## src/rtl/spi_xfer_pkg.sv

```systemverilog
package spi_xfer_pkg;
  typedef enum logic [1:0] {
    ST_IDLE = 2'd0,
    ST_RUN  = 2'd1,
    ST_TAIL = 2'd2
  } xfer_state_t;

  localparam int unsigned EDGES_PER_BIT = 2;
endpackage

```

## src/rtl/spi_half_tick.sv

```systemverilog
module spi_half_tick #(
  parameter int unsigned DIV_W = 8
) (
  input  logic             clk,
  input  logic             rst_n,
  input  logic             run_i,
  input  logic [DIV_W-1:0] half_div_i,
  output logic             tick_o
);
  logic [DIV_W-1:0] cnt_q, cnt_d;
  logic [DIV_W-1:0] last_cnt;

  // zero is treated as one clock per half-period
  always_comb begin
    last_cnt = (half_div_i == '0) ? '0 : half_div_i - 1'b1;
    tick_o   = run_i && (cnt_q == last_cnt);
    if (!run_i || tick_o) cnt_d = '0;
    else                  cnt_d = cnt_q + 1'b1;
  end

  always_ff @(posedge clk or negedge rst_n) begin
    if (!rst_n) cnt_q <= '0;
    else        cnt_q <= cnt_d;
  end
endmodule

```

## src/rtl/spi_shift_unit.sv

```systemverilog
module spi_shift_unit #(
  parameter int unsigned DATA_W = 8
) (
  input  logic              clk,
  input  logic              rst_n,
  input  logic              load_i,
  input  logic [DATA_W-1:0] tx_i,
  input  logic              lsb_first_i,
  input  logic              shift_i,
  input  logic              sample_i,
  input  logic              miso_i,
  output logic              mosi_o,
  output logic [DATA_W-1:0] rx_o
);
  logic [DATA_W-1:0] tx_q, tx_d;
  logic [DATA_W-1:0] rx_q, rx_d;

  always_comb begin
    tx_d = tx_q;
    if (load_i)       tx_d = tx_i;
    else if (shift_i) tx_d = lsb_first_i ? (tx_q >> 1) : (tx_q << 1);

    rx_d = rx_q;
    if (load_i)        rx_d = '0;
    else if (sample_i) rx_d = lsb_first_i ? {miso_i, rx_q[DATA_W-1:1]}
                                          : {rx_q[DATA_W-2:0], miso_i};
  end

  always_ff @(posedge clk or negedge rst_n) begin
    if (!rst_n) begin
      tx_q <= '0;
      rx_q <= '0;
    end else begin
      tx_q <= tx_d;
      rx_q <= rx_d;
    end
  end

  assign mosi_o = lsb_first_i ? tx_q[0] : tx_q[DATA_W-1];
  assign rx_o   = rx_q;
endmodule

```

## src/rtl/spi_xfer_engine.sv

```systemverilog
module spi_xfer_engine
  import spi_xfer_pkg::*;
#(
  parameter int unsigned DATA_W = 8,
  parameter int unsigned DIV_W  = 8
) (
  input  logic              clk,
  input  logic              rst_n,
  input  logic              start_i,
  input  logic [DATA_W-1:0] tx_byte_i,
  input  logic              cpol_i,
  input  logic              cpha_i,
  input  logic              lsb_first_i,
  input  logic [DIV_W-1:0]  half_div_i,
  input  logic              miso_i,
  output logic              sck_o,
  output logic              mosi_o,
  output logic              ss_n_o,
  output logic              busy_o,
  output logic              done_o,
  output logic [DATA_W-1:0] rx_byte_o
);
  localparam int unsigned EDGES  = EDGES_PER_BIT * DATA_W;
  localparam int unsigned EDGE_W = $clog2(EDGES);

  xfer_state_t       state_q, state_d;
  logic              sck_q, sck_d;
  logic              ss_n_q, ss_n_d;
  logic              done_q, done_d;
  logic [DATA_W-1:0] rx_q, rx_d;
  logic              cpol_q, cpha_q, lsb_q;
  logic [DIV_W-1:0]  div_q;
  logic [EDGE_W-1:0] edge_q, edge_d;
  logic              cfg_en;

  logic              tick;
  logic              accept;
  logic              leading, sample_edge;
  logic              do_shift, do_sample;
  logic [DATA_W-1:0] shreg_rx;

  spi_half_tick #(.DIV_W(DIV_W)) u_tick (
    .clk        (clk),
    .rst_n      (rst_n),
    .run_i      (state_q != ST_IDLE),
    .half_div_i (div_q),
    .tick_o     (tick)
  );

  spi_shift_unit #(.DATA_W(DATA_W)) u_shift (
    .clk         (clk),
    .rst_n       (rst_n),
    .load_i      (accept),
    .tx_i        (tx_byte_i),
    .lsb_first_i (lsb_q),
    .shift_i     (do_shift),
    .sample_i    (do_sample),
    .miso_i      (miso_i),
    .mosi_o      (mosi_o),
    .rx_o        (shreg_rx)
  );

  // edge roles: even index = leading edge, odd index = trailing edge
  always_comb begin
    accept      = (state_q == ST_IDLE) && start_i;
    cfg_en      = accept;
    leading     = ~edge_q[0];
    sample_edge = cpha_q ? ~leading : leading;
    do_sample   = (state_q == ST_RUN) && tick && sample_edge;
    // the first bit is already presented when select falls
    do_shift    = (state_q == ST_RUN) && tick && !sample_edge && (edge_q != '0);
  end

  always_comb begin
    state_d = state_q;
    sck_d   = sck_q;
    ss_n_d  = ss_n_q;
    edge_d  = edge_q;
    rx_d    = rx_q;
    done_d  = 1'b0;
    unique case (state_q)
      ST_IDLE: begin
        if (start_i) begin
          state_d = ST_RUN;
          sck_d   = cpol_i;
          ss_n_d  = 1'b0;
          edge_d  = '0;
        end
      end
      ST_RUN: begin
        if (tick) begin
          sck_d  = ~sck_q;
          edge_d = edge_q + 1'b1;
          if (edge_q == EDGE_W'(EDGES - 1)) state_d = ST_TAIL;
        end
      end
      ST_TAIL: begin
        if (tick) begin
          state_d = ST_IDLE;
          ss_n_d  = 1'b1;
          done_d  = 1'b1;
          rx_d    = shreg_rx;
        end
      end
      default: state_d = ST_IDLE;
    endcase
  end

  always_ff @(posedge clk or negedge rst_n) begin
    if (!rst_n) begin
      state_q <= ST_IDLE;
      sck_q   <= 1'b0;
      ss_n_q  <= 1'b1;
      done_q  <= 1'b0;
      edge_q  <= '0;
      rx_q    <= '0;
    end else begin
      state_q <= state_d;
      sck_q   <= sck_d;
      ss_n_q  <= ss_n_d;
      done_q  <= done_d;
      edge_q  <= edge_d;
      rx_q    <= rx_d;
    end
  end

  always_ff @(posedge clk or negedge rst_n) begin
    if (!rst_n) begin
      cpol_q <= 1'b0;
      cpha_q <= 1'b0;
      lsb_q  <= 1'b0;
      div_q  <= '0;
    end else if (cfg_en) begin
      cpol_q <= cpol_i;
      cpha_q <= cpha_i;
      lsb_q  <= lsb_first_i;
      div_q  <= half_div_i;
    end
  end

  assign busy_o    = (state_q != ST_IDLE);
  assign sck_o     = busy_o ? sck_q : cpol_i;
  assign ss_n_o    = ss_n_q;
  assign done_o    = done_q;
  assign rx_byte_o = rx_q;
endmodule

```

## config.mk

```make
export PLATFORM = sky130hd
export DESIGN_NAME = spi_xfer_engine
export DESIGN_NICKNAME = d
export VERILOG_FILES = /design/src/rtl/spi_xfer_pkg.sv /design/src/rtl/spi_half_tick.sv /design/src/rtl/spi_shift_unit.sv /design/src/rtl/spi_xfer_engine.sv
export SDC_FILE = /design/constraint.sdc
export NUM_CORES = 1
export LEC_CHECK = 0
export ABC_AREA = 0
export BUFFER_PORTS_ARGS = -buffer_cell sky130_fd_sc_hd__buf_2
export CORE_AREA = 2 2 75 77
export DETAILED_ROUTE_END_ITERATION = 10
export DIE_AREA = 0 0 77 79
export PLACE_DENSITY = 0.86
export SLEW_MARGIN = 20
export SYNTH_ARGS = -nofsm -noshare
export SYNTH_HDL_FRONTEND = slang
export SYNTH_HIERARCHICAL = 1
export SYNTH_SLANG_ARGS = --single-unit
```

## constraint.sdc

```tcl
create_clock -name clk -period 3.9 [get_ports clk]
set_input_delay 0.585 -clock clk [delete_from_list [all_inputs] [get_ports clk]]
set_output_delay 0.585 -clock clk [all_outputs]
set_load 0.005 [all_outputs]
```

==> impl_results.md <==
* Worst vdd ir at 0.332 mV
* H-tree depth at 2
* Endpoint type of the worst setup path: register
* Worst-Margin Slew at 0.861 ns
* Area share of the largest cell type after synthesis at 0.422
* Post-synth EDFFs at 0
* Root Driver: clkbuf_8
* Synth Register Bits at 51
* Static Leak at 0.00147 uW
* Netlist Area Pre-Place at 0.00296 sq mm
* IO Count at 36
* Layout area overhead at 8.79%
* Worst skew pair latency at 0.32 ns
* Synth warnings at 6
* Post-synth ARST share at 1.00
* Worst setup SP type: register
* Port Buf Inserts at 35
* Synth unique cells at 66
* MaxCap Viol Count at 0
* Most frequent cell after synthesis: dfrtp_1
* # diodes at 0
* Layout cells sized above 1 at 0.262
* Total grt overflow at 0
* Routed vias at 2101
* Final period util at 0.920
* Post-synthesis cell count at 270
* Final setup viols at 0
* Largest net degree at the start of global routing at 39
* Detailed Place HPWL at 3900 um
* Register area share after synthesis at 0.431
* Remaining DRCs at 0
* Critical Path AT at 3.81 ns
* CTS Sinks at 51
* Crit path time final at 3.59 ns
* Cts hold-fix bufs at 0
* Number of global-route vias before repair at 2044
* Post-Layout Cell Count at 374
* GP Congestion at 0.895
* Routed wire per std cell at 15.0 um
* Top post-synthesis cells by area: dfrtp_1 (42%), mux2_4 (6.6%), mux2i_1 (5.4%)
* Worst EP required at 4.12 ns
* Critical path fanouts, max at 11
* Main synth FF type: dfrtp_1
* Setup Fix Bufs, Post-CTS at 0
* Pwr Density at 538 mW/mm^2
* Routed wire length at 5620 um
* Die Y-Extent at 79 um
* Die area at 0.00608 sq mm
* Nets at 328
* Multi-input logic area at 0.00151 sq mm
* Worst hold path class: in -> async
* Clock-pin slew of the registers on the worst-case setup and hold paths at 0.11 ns
* Detailed-router iteration count before antenna repair at 4
* Initial antenna violation count at 1
* Fin. Hold Viols at 0
* CTS Buf Count at 5
* Slew Viols, Final at 0
* Max-Slew Margin vs Limit at 0.426
* Filler cells at 455
* CTS tree: built
* Site row count at 27
* Global Route Usage Sum at 0.197
* Initial drt markers at 88
* Core area at 0.00534 sq mm
* First-pass GRT wire length at 9500 um
* Setup_tns at 0 ns
* Max Clk Rate at 279 MHz
* Status: finished clean
* Reg2Reg Depth at 13
* Post-Route Skew at 0.0148 ns
* Via/cell ratio at 5.62
* CTS Buffer Depth at 2
* Crit Path Class: reg -> reg
* Die width at 77 um
* Post-cts sizing count at 0
* Unrepaired setup endpoints after global routing: false
* Area leader, netlist: dfrtp_1
* Most instantiated cells after synthesis: dfrtp_1 (50), nor2_1 (23), nand2_1 (17)
* Final ANT Viol Nets at 0
* Area occupied by registers at 0.00128 sq mm
* Starting Density at 0.555
* Placed cells at 366
* Syn avg cell area at 11.0 sq um
* Synthesized net count at 297
[sequential cells by signal, indices dropped and copies added (netlist names), 2 cells and up]
| register | flops |
|---|---|
| u_tick/cnt_q | 8 |
| rx_byte_o | 8 |
| state_q | 2 |
| u_shift/rx_o | 8 |
| u_shift/tx_q | 8 |
| div_q | 8 |
| edge_q | 4 |
[per-stage QoR]
stage | area, sq um | utilization | setup slack, ns | power [uW] | hold slack [ns]
after floorplan | 2960 | - | 0.548 | 1280 | 0.289
after global placement | 3130 | 0.586 | 0.554 | 1390 | 0.470
after detailed placement | 3130 | 0.586 | 0.375 | 1420 | 0.485
after CTS | 3220 | 0.604 | 0.342 | 1740 | 0.350
after global routing | 3220 | 0.604 | 0.00973 | 1870 | 0.385
final | 3220 | 0.604 | 0.311 | 1730 | 0.331
[layer usage]
metal	wire [um]	GRT usage	share of wire
met2	2730	0.334	0.48
met3	252	0.0455	0.045
met4	65	0.0696	0.012
met5	12	0	0.0021
met1	2570	0.249	0.46
[worst max-delay path: stages, from the launching register on]
cell and delay [ns]:
dfrtp_1 0.44, inv_1 0.10, ha_1 0.34, nor3b_1 0.36
nand2_1 0.16, a311o_2 0.38, a2111oi_4 0.35, and2_1 0.33
and3b_1 0.27, nand2_1 0.07, a21oi_1 0.12, buf_4 0.17
nand2b_1 0.17, o211ai_1 0.23
[cell families after synthesis]
| kind of cell | share of synthesized area |
|---|---|
| AO/OA/AOI/OAI | 0.117 |
| XOR/XNOR | 0.0384 |
| adder cells (fa/ha/maj) | 0.0169 |
| buffers and inverters | 0.0587 |
| flip-flops | 0.431 |
| multiplexers | 0.150 |
| AND/OR/NAND/NOR | 0.187 |
[final timing paths]
kind | endpoint | startpoint | slack, ns
min | rx_byte_o[7] | rst_n | 0.33
min in group clk | div_q[1] | half_div_i[1] | 0.48
min reg2reg | ss_n_o | ss_n_o | 0.49
max | u_shift/tx_q[4] | div_q[0] | 0.31
max in group asynchronous | div_q[7] | rst_n | 2.86
max reg2reg | u_shift/tx_q[4] | div_q[0] | 0.31
[layout by cell type, fill, tap and decap left out, types with 2 or more instances in the layout]
cell type	n
xor2_1	7
mux2_2	3
inv_6	2
nor2_1	23
o21ai_0	7
nand2_1	17
buf_2	35
nor2b_1	2
nand2b_1	6
nor4_1	2
nor3_1	3
xnor2_1	6
mux2_1	5
ha_1	4
mux2i_1	16
or3b_1	5
a41oi_1	2
inv_1	11
a21oi_1	3
buf_4	4
dfrtp_1	50
nand3_1	6
a31oi_1	5
o211ai_1	7
nor3b_1	5
mux2_4	13
nor4b_1	2
clkbuf_8	5
a211oi_1	7
nand3b_1	2
or3_1	3
[cell type report]
type | count | share of cell area
multi-input cells | 192 | 0.469
flip-flops and latches | 51 | 0.397
repair buffers | 39 | 0.0637
well taps | 72 | 0.0280
clock buffers | 5 | 0.0214
inverters | 12 | 0.0140
clock inverters | 3 | 0.00777
[power by group]
part           total (uW)  internal, uW  leakage, uW  switching [uW]
registers             870           681     0.000639             190
clock network         320           131    0.0000452             188
logic                 544           294     0.000784             250
Note: power is estimated with default switching activity, not from simulation.
